===== src/rtl/sflash_cmd_front.sv =====
`timescale 1ns/1ps
module sflash_cmd_front #(
  parameter int CNT_W = 10
) (
  input  logic        clk,
  input  logic        rst_n,
  input  logic        sck,
  input  logic        cs_n,
  input  logic        mosi,
  output logic        miso,
  output logic        miso_oe,
  output logic [23:0] be_addr,
  output logic [7:0]  be_wdata,
  output logic        be_wvalid,
  input  logic [7:0]  be_rdata,
  output logic        be_rreq,
  output logic [7:0]  be_cmd,
  output logic        be_exec,
  input  logic        be_busy
);
  localparam logic [7:0] OP_WEN = 8'h06, OP_WDIS = 8'h04, OP_RSTAT = 8'h05, OP_WSTAT = 8'h01,
                         OP_RD = 8'h03, OP_RDF = 8'h0B, OP_PROG = 8'h02, OP_SERA = 8'hD8,
                         OP_CERA = 8'hC7, OP_SLEEP = 8'hB9, OP_IDENT = 8'h9F, OP_WAKE = 8'hAB;

  function automatic logic known(input logic [7:0] op);
    case (op)
      OP_WEN, OP_WDIS, OP_RSTAT, OP_WSTAT, OP_RD, OP_RDF,
      OP_PROG, OP_SERA, OP_CERA, OP_SLEEP, OP_IDENT, OP_WAKE: known = 1'b1;
      default: known = 1'b0;
    endcase
  endfunction

  function automatic logic rdtype(input logic [7:0] op);
    rdtype = (op == OP_RD) || (op == OP_RDF) || (op == OP_RSTAT) || (op == OP_IDENT) || (op == OP_WAKE);
  endfunction

  function automatic logic arrcmd(input logic [7:0] op);
    arrcmd = (op == OP_RD) || (op == OP_RDF) || (op == OP_PROG) || (op == OP_SERA) || (op == OP_CERA);
  endfunction

  function automatic logic has_addr(input logic [7:0] op);
    has_addr = (op == OP_RD) || (op == OP_RDF) || (op == OP_PROG) || (op == OP_SERA);
  endfunction

  function automatic logic [3:0] hdr_len(input logic [7:0] op);
    case (op)
      OP_RD, OP_PROG, OP_SERA, OP_WAKE: hdr_len = 4'd4;
      OP_RDF:                           hdr_len = 4'd5;
      default:                          hdr_len = 4'd1;
    endcase
  endfunction

  function automatic logic wr_ok(input logic [7:0] op, input logic [CNT_W-1:0] n);
    case (op)
      OP_PROG:  wr_ok = n >= CNT_W'(5);
      OP_SERA:  wr_ok = n == CNT_W'(4);
      OP_WSTAT: wr_ok = n == CNT_W'(2);
      default:  wr_ok = n == CNT_W'(1);
    endcase
  endfunction

  logic             sck_q, cs_q, dead, outph, miso_r;
  logic [2:0]       bitcnt;
  logic [CNT_W-1:0] bytecnt;
  logic [6:0]       sr, osr;

  wire       sck_rise  = sck & ~sck_q & ~cs_n;
  wire       sck_fall  = ~sck & sck_q & ~cs_n;
  wire       cs_rise   = cs_n & ~cs_q;
  wire [7:0] inbyte    = {sr, mosi};
  wire       byte_done = sck_rise && !dead && (bitcnt == 3'd7);
  wire       reject0   = !known(inbyte) || (arrcmd(inbyte) && be_busy);

  assign miso    = miso_r;
  assign miso_oe = outph;

  always_ff @(posedge clk) begin
    if (!rst_n) begin
      sck_q <= 1'b0; cs_q <= 1'b1; dead <= 1'b0; outph <= 1'b0; miso_r <= 1'b0;
      bitcnt <= '0; bytecnt <= '0; sr <= '0; osr <= '0;
      be_addr <= '0; be_wdata <= '0; be_wvalid <= 1'b0; be_rreq <= 1'b0;
      be_cmd <= '0; be_exec <= 1'b0;
    end else begin
      sck_q     <= sck;
      cs_q      <= cs_n;
      be_wvalid <= 1'b0;
      be_rreq   <= 1'b0;
      be_exec   <= 1'b0;
      if (be_wvalid) be_addr[7:0] <= be_addr[7:0] + 8'd1;
      if (cs_n) begin
        bitcnt <= '0; bytecnt <= '0; dead <= 1'b0; outph <= 1'b0; miso_r <= 1'b0;
        if (cs_rise && !dead && bytecnt != '0)
          be_exec <= rdtype(be_cmd) || (bitcnt == 3'd0 && wr_ok(be_cmd, bytecnt));
      end else begin
        if (sck_rise && !dead) begin
          sr     <= inbyte[6:0];
          bitcnt <= bitcnt + 3'd1;
        end
        if (byte_done) begin
          if (bytecnt != '1) bytecnt <= bytecnt + CNT_W'(1);
          if (bytecnt == '0) begin
            be_cmd  <= inbyte;
            be_addr <= '0;
            dead    <= reject0;
            if (!reject0 && rdtype(inbyte) && hdr_len(inbyte) == 4'd1) outph <= 1'b1;
          end else begin
            if (has_addr(be_cmd) && bytecnt <= CNT_W'(3)) be_addr <= {be_addr[15:0], inbyte};
            if (rdtype(be_cmd) && bytecnt == CNT_W'(hdr_len(be_cmd) - 4'd1)) outph <= 1'b1;
            if ((be_cmd == OP_PROG && bytecnt >= CNT_W'(4)) || (be_cmd == OP_WSTAT && bytecnt == CNT_W'(1))) begin
              be_wdata  <= inbyte;
              be_wvalid <= 1'b1;
            end
          end
        end
        if (sck_fall && outph) begin
          if (bitcnt == 3'd0) begin
            miso_r  <= be_rdata[7];
            osr     <= be_rdata[6:0];
            be_rreq <= 1'b1;
            be_addr <= be_addr + 24'd1;
          end else begin
            miso_r <= osr[6];
            osr    <= {osr[5:0], 1'b0};
          end
        end
      end
    end
  end

  AST_OE_OFF_CS: assert property (@(posedge clk) disable iff (!rst_n) cs_n |=> !miso_oe);
  AST_EXEC_SINGLE: assert property (@(posedge clk) disable iff (!rst_n) be_exec |=> !be_exec);
  AST_EXEC_AFTER_CS: assert property (@(posedge clk) disable iff (!rst_n) be_exec |-> $past(cs_n));
  AST_WRITE_ALIGNED: assert property (@(posedge clk) disable iff (!rst_n)
    (be_exec && !rdtype(be_cmd)) |-> ($past(bitcnt) == 3'd0));
  AST_WVALID_CMD: assert property (@(posedge clk) disable iff (!rst_n)
    be_wvalid |-> (be_cmd == OP_PROG || be_cmd == OP_WSTAT));
  AST_PAGE_WRAP: assert property (@(posedge clk) disable iff (!rst_n)
    (be_wvalid && be_cmd == OP_PROG) |=> (be_addr[23:8] == $past(be_addr[23:8])));
  AST_DEAD_QUIET: assert property (@(posedge clk) disable iff (!rst_n)
    dead |-> (!miso_oe && !be_wvalid && !be_rreq));
endmodule


===== config.mk =====
export PLATFORM = sky130hd
export DESIGN_NAME = sflash_cmd_front
export DESIGN_NICKNAME = d
export VERILOG_FILES = /design/src/rtl/sflash_cmd_front.sv
export SDC_FILE = /design/constraint.sdc
export NUM_CORES = 1
export LEC_CHECK = 0
export ABC_AREA = 1
export BUFFER_PORTS_ARGS = -buffer_cell sky130_fd_sc_hd__buf_2
export CAP_MARGIN = 20
export CORE_MARGIN = 2
export CORE_UTILIZATION = 64
export CTS_CLUSTER_SIZE = 25
export DETAILED_ROUTE_END_ITERATION = 6
export GPL_TIMING_DRIVEN = 0
export PLACE_DENSITY = 0.86
export SYNTH_ARGS = -nofsm -noshare
export SYNTH_HDL_FRONTEND = slang
export SYNTH_SLANG_ARGS = --single-unit
export TNS_END_PERCENT = 100

===== constraint.sdc =====
create_clock -name clk -period 3.89 [get_ports clk]
set_input_delay 0.778 -clock clk [delete_from_list [all_inputs] [get_ports clk]]
set_output_delay 0.778 -clock clk [all_outputs]
set_load 0.01 [all_outputs]

== Yosys cells after proc, flatten, opt, wreduce, memory -nomap -nowiden ==
Cells that the tools add are included.

* Flip-flop bits (word level): 75
* Output and inout bits: 45
* Word-level logic and storage cells: 144

* $add $sub $neg: 5
* Magnitude comparators: 3
* Equality and inequality tests: 28
* Muxes and demuxes: 29
* Bitwise logic cells: 13
* Reduce and logical (&&, ||, !) cells: 50

{| class="wikitable"
|+ Operator list
! operator !! count
|-
| $mux 24 || 5
|-
| $eq 8x8->1 const B || 8
|-
| $eq 8x2->1 const B || 4
|-
| $eq 8x3->1 const B || 4
|-
| $mux 4 || 8
|-
| $add 24x1->24 const B || 1
|-
| $ge 10x3->1 const B || 2
|-
| $eq 8x1->1 const B || 2
|-
| $eq 8x4->1 const B || 2
|-
| $logic_or 1x1->1 || 16
|-
| $mux 8 || 2
|-
| $logic_and 1x1->1 || 13
|-
| $pmux 3 s2 || 2
|-
| $reduce_or 12->1 || 1
|-
| $reduce_or 4->1 || 3
|-
| $add 10x1->10 const B || 1
|-
| $eq 10x1->1 const B || 1
|-
| $eq 10x10->1 || 1
|-
| $eq 10x2->1 const B || 1
|-
| $eq 10x3->1 const B || 1
|-
| $le 10x2->1 const B || 1
|-
| $logic_not 10->1 || 1
|-
| $mux 1 || 10
|-
| $ne 10x10->1 const B || 1
|-
| 19 further kinds || 37
|}

== Longest topological paths before layout ==
Gate-level depths: netlist (run 1).

* Word-level depth: 13
* Depth in mapped cells: 13
* Depth with buffers taken out: 13

== Worst setup path before layout (run 1) ==
OpenSTA, ideal clock, no wires.

* Kind: input to register
* From: in cs_n
* To: reg be_addr[13]
* Arrival time: 1.750 ns
* Data required time: 3.778 ns
* Path slack: 2.028 ns
* Cell stages on the path: 9
* Buffers on the path: 1
* Cells stage by stage: nor2_1 nand3_2 nor2_4 inv_2 buf_2 a21oi_1 a21oi_1 nand2_1 nand2_1

* Cells in the longest elaborated chain, start to end: 7

{| class="wikitable"
|+ Ends and longest elaborated chain
! element !! line !! source
|-
| from (decl) || 8 || <nowiki>input logic cs_n,</nowiki>
|-
| $not 1->1 (no line) || n/a ||
|-
| $and 1x1->1 || 67 || <nowiki>wire sck_rise = sck & ~sck_q & ~cs_n;</nowiki>
|-
| $logic_and 1x1->1 (2 in series) || 71 || <nowiki>wire byte_done = sck_rise && !dead && (bitcnt == 3'd7);</nowiki>
|-
| $mux 24 || 99 || <nowiki>if (byte_done) begin</nowiki>
|-
| $mux 24 || 116 || <nowiki>if (bitcnt == 3'd0) begin</nowiki>
|-
| $mux 24 || 115 || <nowiki>if (sck_fall && outph) begin</nowiki>
|-
| to (signal assigned) || 107 || <nowiki>if (has_addr(be_cmd) && bytecnt <= CNT_W'(3)) be_addr <= {be_addr[15:0], inbyte};</nowiki>
|-
| to (signal assigned) || 120 || <nowiki>be_addr <= be_addr + 24'd1;</nowiki>
|-
| to (decl) || 12 || <nowiki>output logic [23:0] be_addr,</nowiki>
|}

Several ways; a longest one is shown, not always the timed one.
A chain may end at the register's enable or synchronous reset.

== Worst setup path in the final report (run 1) ==
* From: reg bitcnt[0]
* To: reg be_addr[13]

* Cells in the longest elaborated chain, start to end: 5

{| class="wikitable"
|+ Ends and longest elaborated chain
! element !! line !! source
|-
| from (decl) || 63 || <nowiki>logic [2:0] bitcnt;</nowiki>
|-
| from (signal assigned) || 97 || <nowiki>bitcnt <= bitcnt + 3'd1;</nowiki>
|-
| $eq 3x3->1 || 71 ||
|-
| $logic_and 1x1->1 || 71 ||
|-
| $mux 24 || 99 ||
|-
| $mux 24 || 116 ||
|-
| $mux 24 * || 115 ||
|}

Every way passes the cells marked *; elsewhere a longest branch is shown, timed or not.

==> metrics.txt, run 1 <==
via count of the routed design 5903; Worst Path Buf+Inv 5; Fillers 679; Root Buffer clkbuf_8; Synth Register Bits 75; number of synthesized flops with an enable pin 0; Final Wtd Congestion 1.02; CTS Buf Count 9; Post-CTS Hold Buffers 0; met3 WL 1.45 mm; Top Layer Used met4; Syn-to-layout area delta 12.1%; status complete, no violations; flop-to-flop setup slack 1.84 ns; aggregate global-route resource usage 0.348; clk sinks 75; Crit path largest cell delay 0.33 ns; min-delay worst type reg2reg; H-tree depth 3; CP Class reg2reg; clk slew on worst S/H paths 0.09 ns; die area 8830 µm²; Detailed Place HPWL 11.2 mm; Final setup viols 0; Fmax 0.487 GHz; fin. max-slew vios 0; Setup Buffers After CTS 0; leakage 2.84 nW; startpoint types register; worst IR drop on VDD 0.270 mV; Clk Latency, worst-skew pair 0.37 ns; DP Area 5600 µm²; Synth cell types 38; average wire per standard cell 14.7 µm; diode count 0; Register-to-Register Path Depth 12; Syn. warnings 0; cell area after synthesis 5180 µm²; largest net degree at the start of global routing 15; detailed-route DRC error count 0; Ports 59; Final #Nets 943; first-pass GRT wire length 24.7 mm; critical path's slowest cell dfxtp_1; Mapped Avg Cell Area 6.09 µm²; Synth area leaders dfxtp_1 29%, nand2_1 18%, nand3_1 9.7%; FP Rows 32; TritonCTS clock tree done; initial core utilization 0.667; Critical Path RT 4.16 ns; Hold Crit Depth 2; setup TNS 0 ns; final instance area 5810 µm²; vias per inst 5.75; M1 WL 6.17 mm; measured slew at the worst slew-check pin 0.643 ns; CP Data Arrival Time 2.32 ns; WL final 15.0 mm; initial antenna violation count 0; primary flip-flop cell chosen by synthesis mapping dfxtp_1; CP Capture Type register; chip width 94.0 µm; max-cap viol count 0; Core Area 7770 µm²; vias in the first global route 5338; Worst Clk Skew 0.0119 ns; CTS resizes 0; Detailed Routing Iterations Pass 1 6; P per Cell Area 263 nW/µm²; layout cells sized above 1 0.156; die height 94.0 µm; cell count after synthesis 851; sequential share of the synthesized area 0.290; CP top delay family buffers and inverters; final period demand of the worst path 2.05 ns; Critical Path Stages 12; Post-DRT Antenna Nets 0; Yosys top cell area share 0.290; CP Max Fanout 10; DR WL met2 6.83 mm; GRT Residual Overflow 0; leading area contributor after synthesis dfxtp_1; Tcrit/Tclk final 0.528; critical-path cell list inv_1 -> ha_1 -> inv_1 -> nor2_4 -> inv_2 -> nor2_4 -> inv_2 -> buf_2 -> a21oi_1 -> a21oi_1 -> nand2_1 -> nand2_1; final hold violation count 0; net count after synthesis 874; I/O Buffers 58; async set-reset flop share out of synthesis 0; clk buf depth 2; RSZ-0062 raised after global routing false; Initial DRC Count 582; normalized max-slew margin 0.571
-- per-layer routing --
metal,track usage,vias to the layer above
met1,0.444,2648
met4,0.178,0
li1,-,2872
met5,0,-
met2,0.558,324
met3,0.0690,59
-- tightest hold or removal path, stage by stage, from the launching register on --
cell and delay [ns]:
dfxtp_1 0.32, nand2_1 0.06, a21oi_1 0.06
-- final timing paths --
path / startpoint / end
worst max-delay path: bitcnt[0] / be_addr[13]
worst max register to register: bitcnt[0] / be_addr[13]
worst min-delay path: osr[0] / osr[0]
worst min register to register: osr[0] / osr[0]
-- cell usage in the layout (no fill, tap or decap), types with 12 or more instances in the layout --
cell,count
nand2_1,252
nand3_1,100
a21oi_1,88
inv_1,83
nor2_1,76
dfxtp_1,75
buf_2,70
o21ai_0,39
inv_2,13
clkbuf_1,12
-- state kept, by name, indices dropped and copies added, names as in the netlist --
name,count
be_addr,24
be_cmd,8
be_exec,1
be_rreq,1
be_wdata,8
be_wvalid,1
bitcnt,3
bytecnt,10
cs_q,1
dead,1
miso,1
miso_oe,1
osr,7
sck_q,1
sr,7
-- where the power goes --
part           internal, W  switching (W)  leakage [nW]  total (W)
sequential        0.000774     0.00000851         0.606   0.000782
combinational    0.0000264      0.0000652          2.14  0.0000917
clock             0.000319       0.000331        0.0995   0.000651
total              0.00112       0.000405          2.84    0.00152
-- synthesized netlist by cell type, types with 2 or more instances --
cell type and number:
xnor2_1 6, nor2_2 10, clkbuf_1 12, o21bai_1 2
nor3_1 9, nor2_1 76, o21ai_0 39, a21oi_1 88
buf_6 2, nand4_1 7, nand3_2 5, nor2_4 7
nand3b_1 2, buf_4 6, buf_2 12, nor2_8 2
o21ai_1 7, nand2_2 5, inv_2 13, clkinv_1 2
xor2_1 6, a31oi_1 2, inv_1 83, nand2_1 252
dfxtp_1 75, nand3_1 100, nor3_2 2, ha_1 9
-- cells by family (layout without fill, tap and decap cells) --
group / Yosys count / in the layout / share of synthesized area
buffers and inverters: 130 / 204 / 0.104
AND/OR/NAND/NOR: 484 / 484 / 0.422
XOR/XNOR: 12 / 12 / 0.0203
flip-flops: 75 / 75 / 0.290
adder cells (fa/ha/maj): 9 / 9 / 0.0217
AO/OA/AOI/OAI: 141 / 141 / 0.142
-- layout make-up --
cell class,count,area (µm²),share of cell area
Clock inverter,6,71.3,0.0123
Inverter,98,368,0.0633
Multi-Input combinational cell,646,3140,0.540
Timing Repair Buffer,58,290,0.0500
Buffer,32,173,0.0297
Clock buffer,10,138,0.0237
Tap cell,102,128,0.0220
Sequential cell,75,1500,0.259
-- per-stage QoR --
step	utilization	setup slack (ns)	hold slack (ns)	power, W	std cells
3_5_place_dp	0.721	1.54	0.473	0.000889	1011
2_1_floorplan	-	2.03	0.439	0.000856	851
4_1_cts	0.748	1.88	0.484	0.00152	1027
3_3_place_gp	0.721	1.54	0.452	0.000887	1011
6_report	0.748	1.84	0.485	0.00152	1027
5_1_grt	0.748	1.63	0.512	0.00156	1027
(Power assumes the default switching activity.)
==> inputs of run 2 (changes only) <==
--- a/config.mk
+++ b/config.mk
@@ -5,15 +5,15 @@
 export SDC_FILE = /design/constraint.sdc
 export NUM_CORES = 1
 export LEC_CHECK = 0
-export ABC_AREA = 1
+export ABC_AREA = 0
 export BUFFER_PORTS_ARGS = -buffer_cell sky130_fd_sc_hd__buf_2
 export CAP_MARGIN = 20
 export CORE_MARGIN = 2
-export CORE_UTILIZATION = 64
+export CORE_UTILIZATION = 52
 export CTS_CLUSTER_SIZE = 25
 export DETAILED_ROUTE_END_ITERATION = 6
 export GPL_TIMING_DRIVEN = 0
-export PLACE_DENSITY = 0.86
+export PLACE_DENSITY = 0.76
 export SYNTH_ARGS = -nofsm -noshare
 export SYNTH_HDL_FRONTEND = slang
 export SYNTH_SLANG_ARGS = --single-unit
==> constraint.sdc (replaced) <==
create_clock -name clk -period 1.75 [get_ports clk]
set_input_delay 0.35 -clock clk [delete_from_list [all_inputs] [get_ports clk]]
set_output_delay 0.35 -clock clk [all_outputs]
set_load 0.01 [all_outputs]
==> run 2 against run 1 <==
First-iteration DRC count decreased by 26%. The flow now finishes with violations (negative setup slack). Cell area decreased by 0.80%. Register-to-register slack got worse by 2.2 ns. Sequential share of layout area increased by 1.0 points.
==> metrics.txt, run 2 <==
FP Rows 33; Compound-Gate Fraction of Synth Area 0.197; most frequent cells in the layout 59 x buf_2, 50 x dfxtp_1, 48 x nand2_1; most used standard cell by instance count after synthesis dfxtp_1; Critical Path RT 1.98 ns; TritonCTS clock tree done; Core Area 8220 µm²; Synth area leaders dfxtp_1 34%, mux2i_1 7.9%, nand2_1 4.7%; chip width 96.2 µm; fin. max-slew vios 0; vias in the first global route 4249; Synth cell types 68; cell area after synthesis 4420 µm²; most common cell after layout, fill and taps aside buf_2; measured slew at the worst slew-check pin 0.685 ns; Syn-to-layout area delta 30.3%; final instance area 5760 µm²; multi-input logic area 2880 µm²; I/O Buffers 57; CP Class reg2reg; Ports 59; Syn. warnings 0; Reg-to-Reg End be_addr[1]; critical path's slowest cell dfxtp_2; flop-to-flop setup slack -0.33 ns; Crit path largest cell delay 0.35 ns; largest net degree at the start of global routing 15; sequential share of the synthesized area 0.340; FF+latch area 1550 µm²; Largest register FFs 24; normalized max-slew margin 0.543; Final #Nets 674; layout cells sized above 1 0.343; Adder-Cell Fraction of Synth Area 0.0255; Tcrit/Tclk final 1.19; Synth Area in Simple Gates 0.244; commonest cells in the netlist 75 x dfxtp_1, 55 x nand2_1, 53 x nor2_1; Power Total 0.00331 W; startpoint types register; GRT Residual Overflow 0; DP Area 4930 µm²; Initial DRC Count 432; Worst Setup EP be_addr[1]; aggregate global-route resource usage 0.295; Final setup viols 42; CP Max Fanout 7; CP Capture Type register; clk sinks 75; CP Launch Point be_cmd[7]; Register-to-Register Path Depth 9; H-tree depth 3; die height 96.2 µm; die area 9250 µm²; leading area contributor after synthesis dfxtp_1; final worst slack -0.328 ns; Fmax 0.481 GHz; vias per inst 6.22; Mapped Avg Cell Area 8.08 µm²; initial antenna violation count 0; violated checks negative setup slack; Clk Latency, worst-skew pair 0.37 ns; cell count after synthesis 547; Reg with most FFs be_addr; mux cell area share after synthesis 0.0843; P per Cell Area 575 nW/µm²; min-delay worst type in2reg; final period demand of the worst path 2.08 ns; CP Data Arrival Time 2.30 ns; Post-DRT Antenna Nets 0; Fillers 680; number of synthesized flops with an enable pin 0; async set-reset flop share out of synthesis 0; Worst Clk Skew 0.0123 ns; Detailed Place HPWL 8.79 mm; RSZ-0062 raised after global routing true; max-cap viol count 0; leakage 2.37 nW; average wire per standard cell 18.2 µm; Synth Register Bits 75; WL final 13.9 mm; critical-path cell list buf_6 -> and3_4 -> nand4b_1 -> a21boi_4 -> buf_8 -> buf_12 -> buf_4 -> mux2i_1 -> o221ai_1; primary flip-flop cell chosen by synthesis mapping dfxtp_1; net count after synthesis 570; clk buf depth 2; detailed-route DRC error count 0; Final Wtd Congestion 0.969; first-pass GRT wire length 21.0 mm; final hold violation count 0; xor and xnor area share after synthesis 0.0476; status finished, violations left; Yosys top cell area share 0.340; Post-CTS Hold Buffers 0; Root Buffer clkbuf_8; Detailed Routing Iterations Pass 1 5; initial core utilization 0.538; diode count 0; clk slew on worst S/H paths 0.09 ns; via count of the routed design 4737; largest family of logic cells by synthesized area simple AND/OR/NAND/NOR gates; worst r2r src be_cmd[7]; worst IR drop on VDD 0.487 mV; largest registers be_addr x24, bytecnt x10; CTS Buf Count 9; WHS 0.228 ns
==> run 2: cell count changes after synthesis, moves of 23 or more <==
cell | previous run | this run
a21oi_1 | 88 | 41
inv_1 | 83 | 11
mux2i_1 | 0 | 35
nand2_1 | 252 | 55
nand3_1 | 100 | 20
nor2_1 | 76 | 53
==> run 2: kinds of logic (layout without fill, tap and decap cells) <==
kind of cell | after synthesis | count (layout)
AO/OA/AOI/OAI | 138 | 138
XOR/XNOR | 24 | 24
adder cells (fa/ha/maj) | 9 | 9
buffers and inverters | 57 | 166
flip-flops | 75 | 75
multiplexers | 37 | 37
AND/OR/NAND/NOR | 207 | 207
==> run 2: cell type report <==
type	instances	area share
inverter	12	0.00847
timing repair buffer	101	0.114
buffer	37	0.0502
clock inverter	6	0.0126
clock buffer	10	0.0239
multi-input combinational	415	0.499
sequential	75	0.269
tap	105	0.0228
==> run 2: layer usage <==
metal / up-vias / share of wire / global-route usage
met1: 2225 / 0.41 / 0.384
met2: 267 / 0.46 / 0.466
met4: 0 / 0.033 / 0.139
li1: 2192 / - / -
met3: 53 / 0.093 / 0.0619
met5: - / 0 / 0
==> run 2: worst min path at each step <==
stage                start     end  slack (ns)  depth (start not counted)
2_1_floorplan       osr[0]  osr[0]        0.44                          2
3_3_place_gp        osr[0]  osr[0]        0.46                          2
6_report       be_rdata[0]  osr[0]        0.23                          3
3_5_place_dp        osr[0]  osr[0]        0.47                          2
5_1_grt        be_rdata[0]  osr[0]        0.26                          3
4_1_cts        be_rdata[0]  osr[0]        0.23                          3
==> run 2: worst max-delay path, delay by kind of cell (launching register included) <==
| family | cells | cell delay (ns) |
|---|---|---|
| compound gates | 2 | 0.42 |
| buf+inv | 4 | 0.50 |
| flops | 1 | 0.35 |
| mux | 1 | 0.22 |
| simple gates | 2 | 0.44 |
==> run 2: what timing repair did <==
| action | CTS | global route |
|---|---|---|
| pin swaps | 16 | 33 |
| setup buffers | 23 | 19 |
| endpoints found under the setup margin | 55 | 55 |
| resized for setup | 51 | 64 |
| gates cloned | 2 | 1 |
==> run 2: power breakdown <==
| group | switching (W) | total [W] | internal (W) |
|---|---|---|---|
| logic | 0.0000939 | 0.000139 | 0.0000447 |
| clock network | 0.000758 | 0.00147 | 0.000711 |
| registers | 0.00000610 | 0.00171 | 0.00170 |
==> run 2: per-stage QoR <==
step | cells | utilization | setup WS (ns) | TNS, ns
floorplan | 547 | - | -0.148 | -1.11
global placement | 709 | 0.600 | -0.574 | -22.27
detailed placement | 709 | 0.600 | -0.592 | -23.86
CTS | 744 | 0.668 | -0.259 | -6.72
global route | 761 | 0.701 | -0.406 | -11.09
finish | 761 | 0.701 | -0.328 | -7.35
==> inputs of run 3 (changes only) <==
--- a/config.mk
+++ b/config.mk
@@ -6,12 +6,12 @@
 export NUM_CORES = 1
 export LEC_CHECK = 0
 export ABC_AREA = 0
-export BUFFER_PORTS_ARGS = -buffer_cell sky130_fd_sc_hd__buf_2
 export CAP_MARGIN = 20
 export CORE_MARGIN = 2
-export CORE_UTILIZATION = 52
-export CTS_CLUSTER_SIZE = 25
+export CORE_UTILIZATION = 58
+export CTS_CLUSTER_SIZE = 12
 export DETAILED_ROUTE_END_ITERATION = 6
+export DONT_BUFFER_PORTS = 1
 export GPL_TIMING_DRIVEN = 0
 export PLACE_DENSITY = 0.76
 export SYNTH_ARGS = -nofsm -noshare
==> run 3 against run 2 <==
The flow finishes with violations (design-rule violations, negative setup slack). Register-to-register slack better by 0.05 ns. Power is 1.5% lower. Clock-buffer cell count is 1 lower. Setup slack better by 0.053 ns. Core utilization is 7.8 points higher. Critical path depth is 1 lower. Final cell count is 8.0% lower. Sequential share of layout area is 0.51 points higher. Critical endpoint is now miso_oe. Largest power group unchanged. Highest routed layer unchanged.
==> metrics.txt, run 3 (synthesis results as in run 2) <==
status finished, violations left; violated checks design-rule violations, negative setup slack; diode count 0; Final Wtd Congestion 0.906; sw frac 0.260; clk sinks 75; I/O Buffers 0; chip width 91.3 µm; Int Pwr 0.00242 W; Post-DRT Antenna Nets 0; Final setup viols 44; largest registers be_addr x24, bytecnt x10; vias in the first global route 4343; WL final 14.4 mm; CP Class reg2reg; Power Total 0.00326 W; Critical Path RT 2.05 ns; average wire per standard cell 20.5 µm; Register-to-Register Path Depth 8; H-tree depth 3; final period demand of the worst path 2.02 ns; flop-to-flop setup slack -0.27 ns; Crit path largest cell delay 0.50 ns; worst IR drop on VDD 0.507 mV; TritonCTS clock tree done; Worst Clk Skew 0.00822 ns; Root Buffer clkbuf_8; GRT Residual Overflow 0; Syn-to-layout area delta 29.1%; Detailed Place HPWL 8.55 mm; Comb pwr share 0.038; vias per inst 6.67; Initial DRC Count 523; die area 8340 µm²; Clk Latency, worst-skew pair 0.37 ns; Reg with most FFs be_addr; most frequent cells in the layout 52 x nand2_1, 45 x nor2_1, 44 x dfxtp_1; clk buf depth 2; measured slew at the worst slew-check pin 0.616 ns; Post-CTS Hold Buffers 0; critical path's slowest cell or4_4; Final #Nets 619; worst hold path startpoint sck; die height 91.3 µm; Tcrit/Tclk final 1.16; Fillers 468; clk slew on worst S/H paths 0.09 ns; Core Area 7330 µm²; Hold Path Sink sck_q; via count of the routed design 4667; CTS Buf Count 9; Sw Pwr 0.000848 W; final hold violation count 0; FP Rows 31; final instance area 5710 µm²; Largest register FFs 24; most common cell after layout, fill and taps aside nand2_1; sequential power share 0.522; detailed-route DRC error count 11; final worst slack -0.275 ns; fin. max-slew vios 0; Clk pwr share 0.441; max-cap viol count 0; normalized max-slew margin 0.589; startpoint types register; Hold Crit Depth 1; post-place setup slack -0.464 ns; largest net degree at the start of global routing 16; P per Cell Area 572 nW/µm²; critical-path cell list buf_6 -> buf_4 -> nor3_1 -> o2111a_1 -> a41o_1 -> mux2i_1 -> or4_4 -> a21oi_2; CP Max Fanout 4; initial core utilization 0.603; aggregate global-route resource usage 0.330; Reg-to-Reg End miso_oe; CP Capture Type register; initial antenna violation count 0; DP Area 4640 µm²; layout cells sized above 1 0.323; CP Data Arrival Time 2.32 ns; RSZ-0062 raised after global routing true; worst r2r src be_cmd[3]; Ports 59; Detailed Routing Iterations Pass 1 7; leakage 2.10 nW; Fmax 0.494 GHz; min-delay worst type in2reg; first-pass GRT wire length 22.1 mm
[run 3: cell types whose count changed in the layout (fill, tap and decap cells not counted), sizes merged]
cell	before	now
clkinvlp	2	3
inv	11	14
clkbuf	33	28
buf	115	64
clkinv	4	1
[run 3: area by class of cell]
class	instances	area, µm²	area share
clock inverter	7	82.6	0.0145
multi-input combinational	415	3030	0.532
sequential	75	1560	0.274
clock buffer	9	124	0.0217
buffer	37	312	0.0546
tap	99	124	0.0217
inverter	12	48.8	0.00855
timing repair buffer	46	420	0.0737
[run 3: worst max-delay path: cells and delay by family (launching register included)]
| family | cells | cell delay (ns) |
|---|---|---|
| and+or+nand+nor | 2 | 0.71 |
| buffers and inverters | 2 | 0.28 |
| muxes | 1 | 0.09 |
| DFF | 1 | 0.35 |
| AOI/OAI and AO/OA | 3 | 0.51 |
[run 3: how the worst max path moves through the flow]
stage                 end  startpoint  slack [ns]  depth (start not counted)
2_1_floorplan  be_addr[8]  bytecnt[9]       -0.15                          9
5_1_grt           miso_oe   be_cmd[3]       -0.35                          8
3_5_place_dp      miso_oe       rst_n       -0.46                          6
3_3_place_gp      miso_oe       rst_n       -0.48                          6
4_1_cts        be_addr[8]   be_cmd[7]       -0.23                          9
6_report          miso_oe   be_cmd[3]       -0.27                          8
[run 3: what timing repair did]
item | CTS | global route
cloned | 3 | 0
buffers inserted | 32 | 13
gates resized for setup | 82 | 80
endpoints found under the setup margin | 53 | 55
pin swaps | 29 | 33
[run 3: metal layers]
| metal | vias up | wire (µm) | global-route usage |
|---|---|---|---|
| met2 | 325 | 6630 | 0.527 |
| met1 | 2187 | 5540 | 0.431 |
| met3 | 65 | 1620 | 0.0797 |
| met4 | 0 | 565 | 0.129 |
| li1 | 2090 | - | - |
| met5 | - | 0 | 0 |
[run 3: per-stage QoR]
step	utilization	std cells	hold slack, ns	setup TNS (ns)
2_1_floorplan	-	547	0.445	-1.11
3_3_place_gp	0.633	646	0.455	-17.78
3_5_place_dp	0.633	646	0.467	-18.13
4_1_cts	0.737	691	0.106	-6.05
5_1_grt	0.779	700	0.112	-10.43
6_report	0.779	700	0.105	-6.64
[run 3: power by group through the flow]
stage / Clock (W) / Sequential [W] / Combinational [W]
3_5_place_dp: 0 / 0.00175 / 0.000105
3_3_place_gp: 0 / 0.00175 / 0.000104
6_report: 0.00144 / 0.00170 / 0.000122
5_1_grt: 0.00151 / 0.00170 / 0.000130
4_1_cts: 0.00144 / 0.00171 / 0.000108
2_1_floorplan: 0 / 0.00175 / 0.0000758
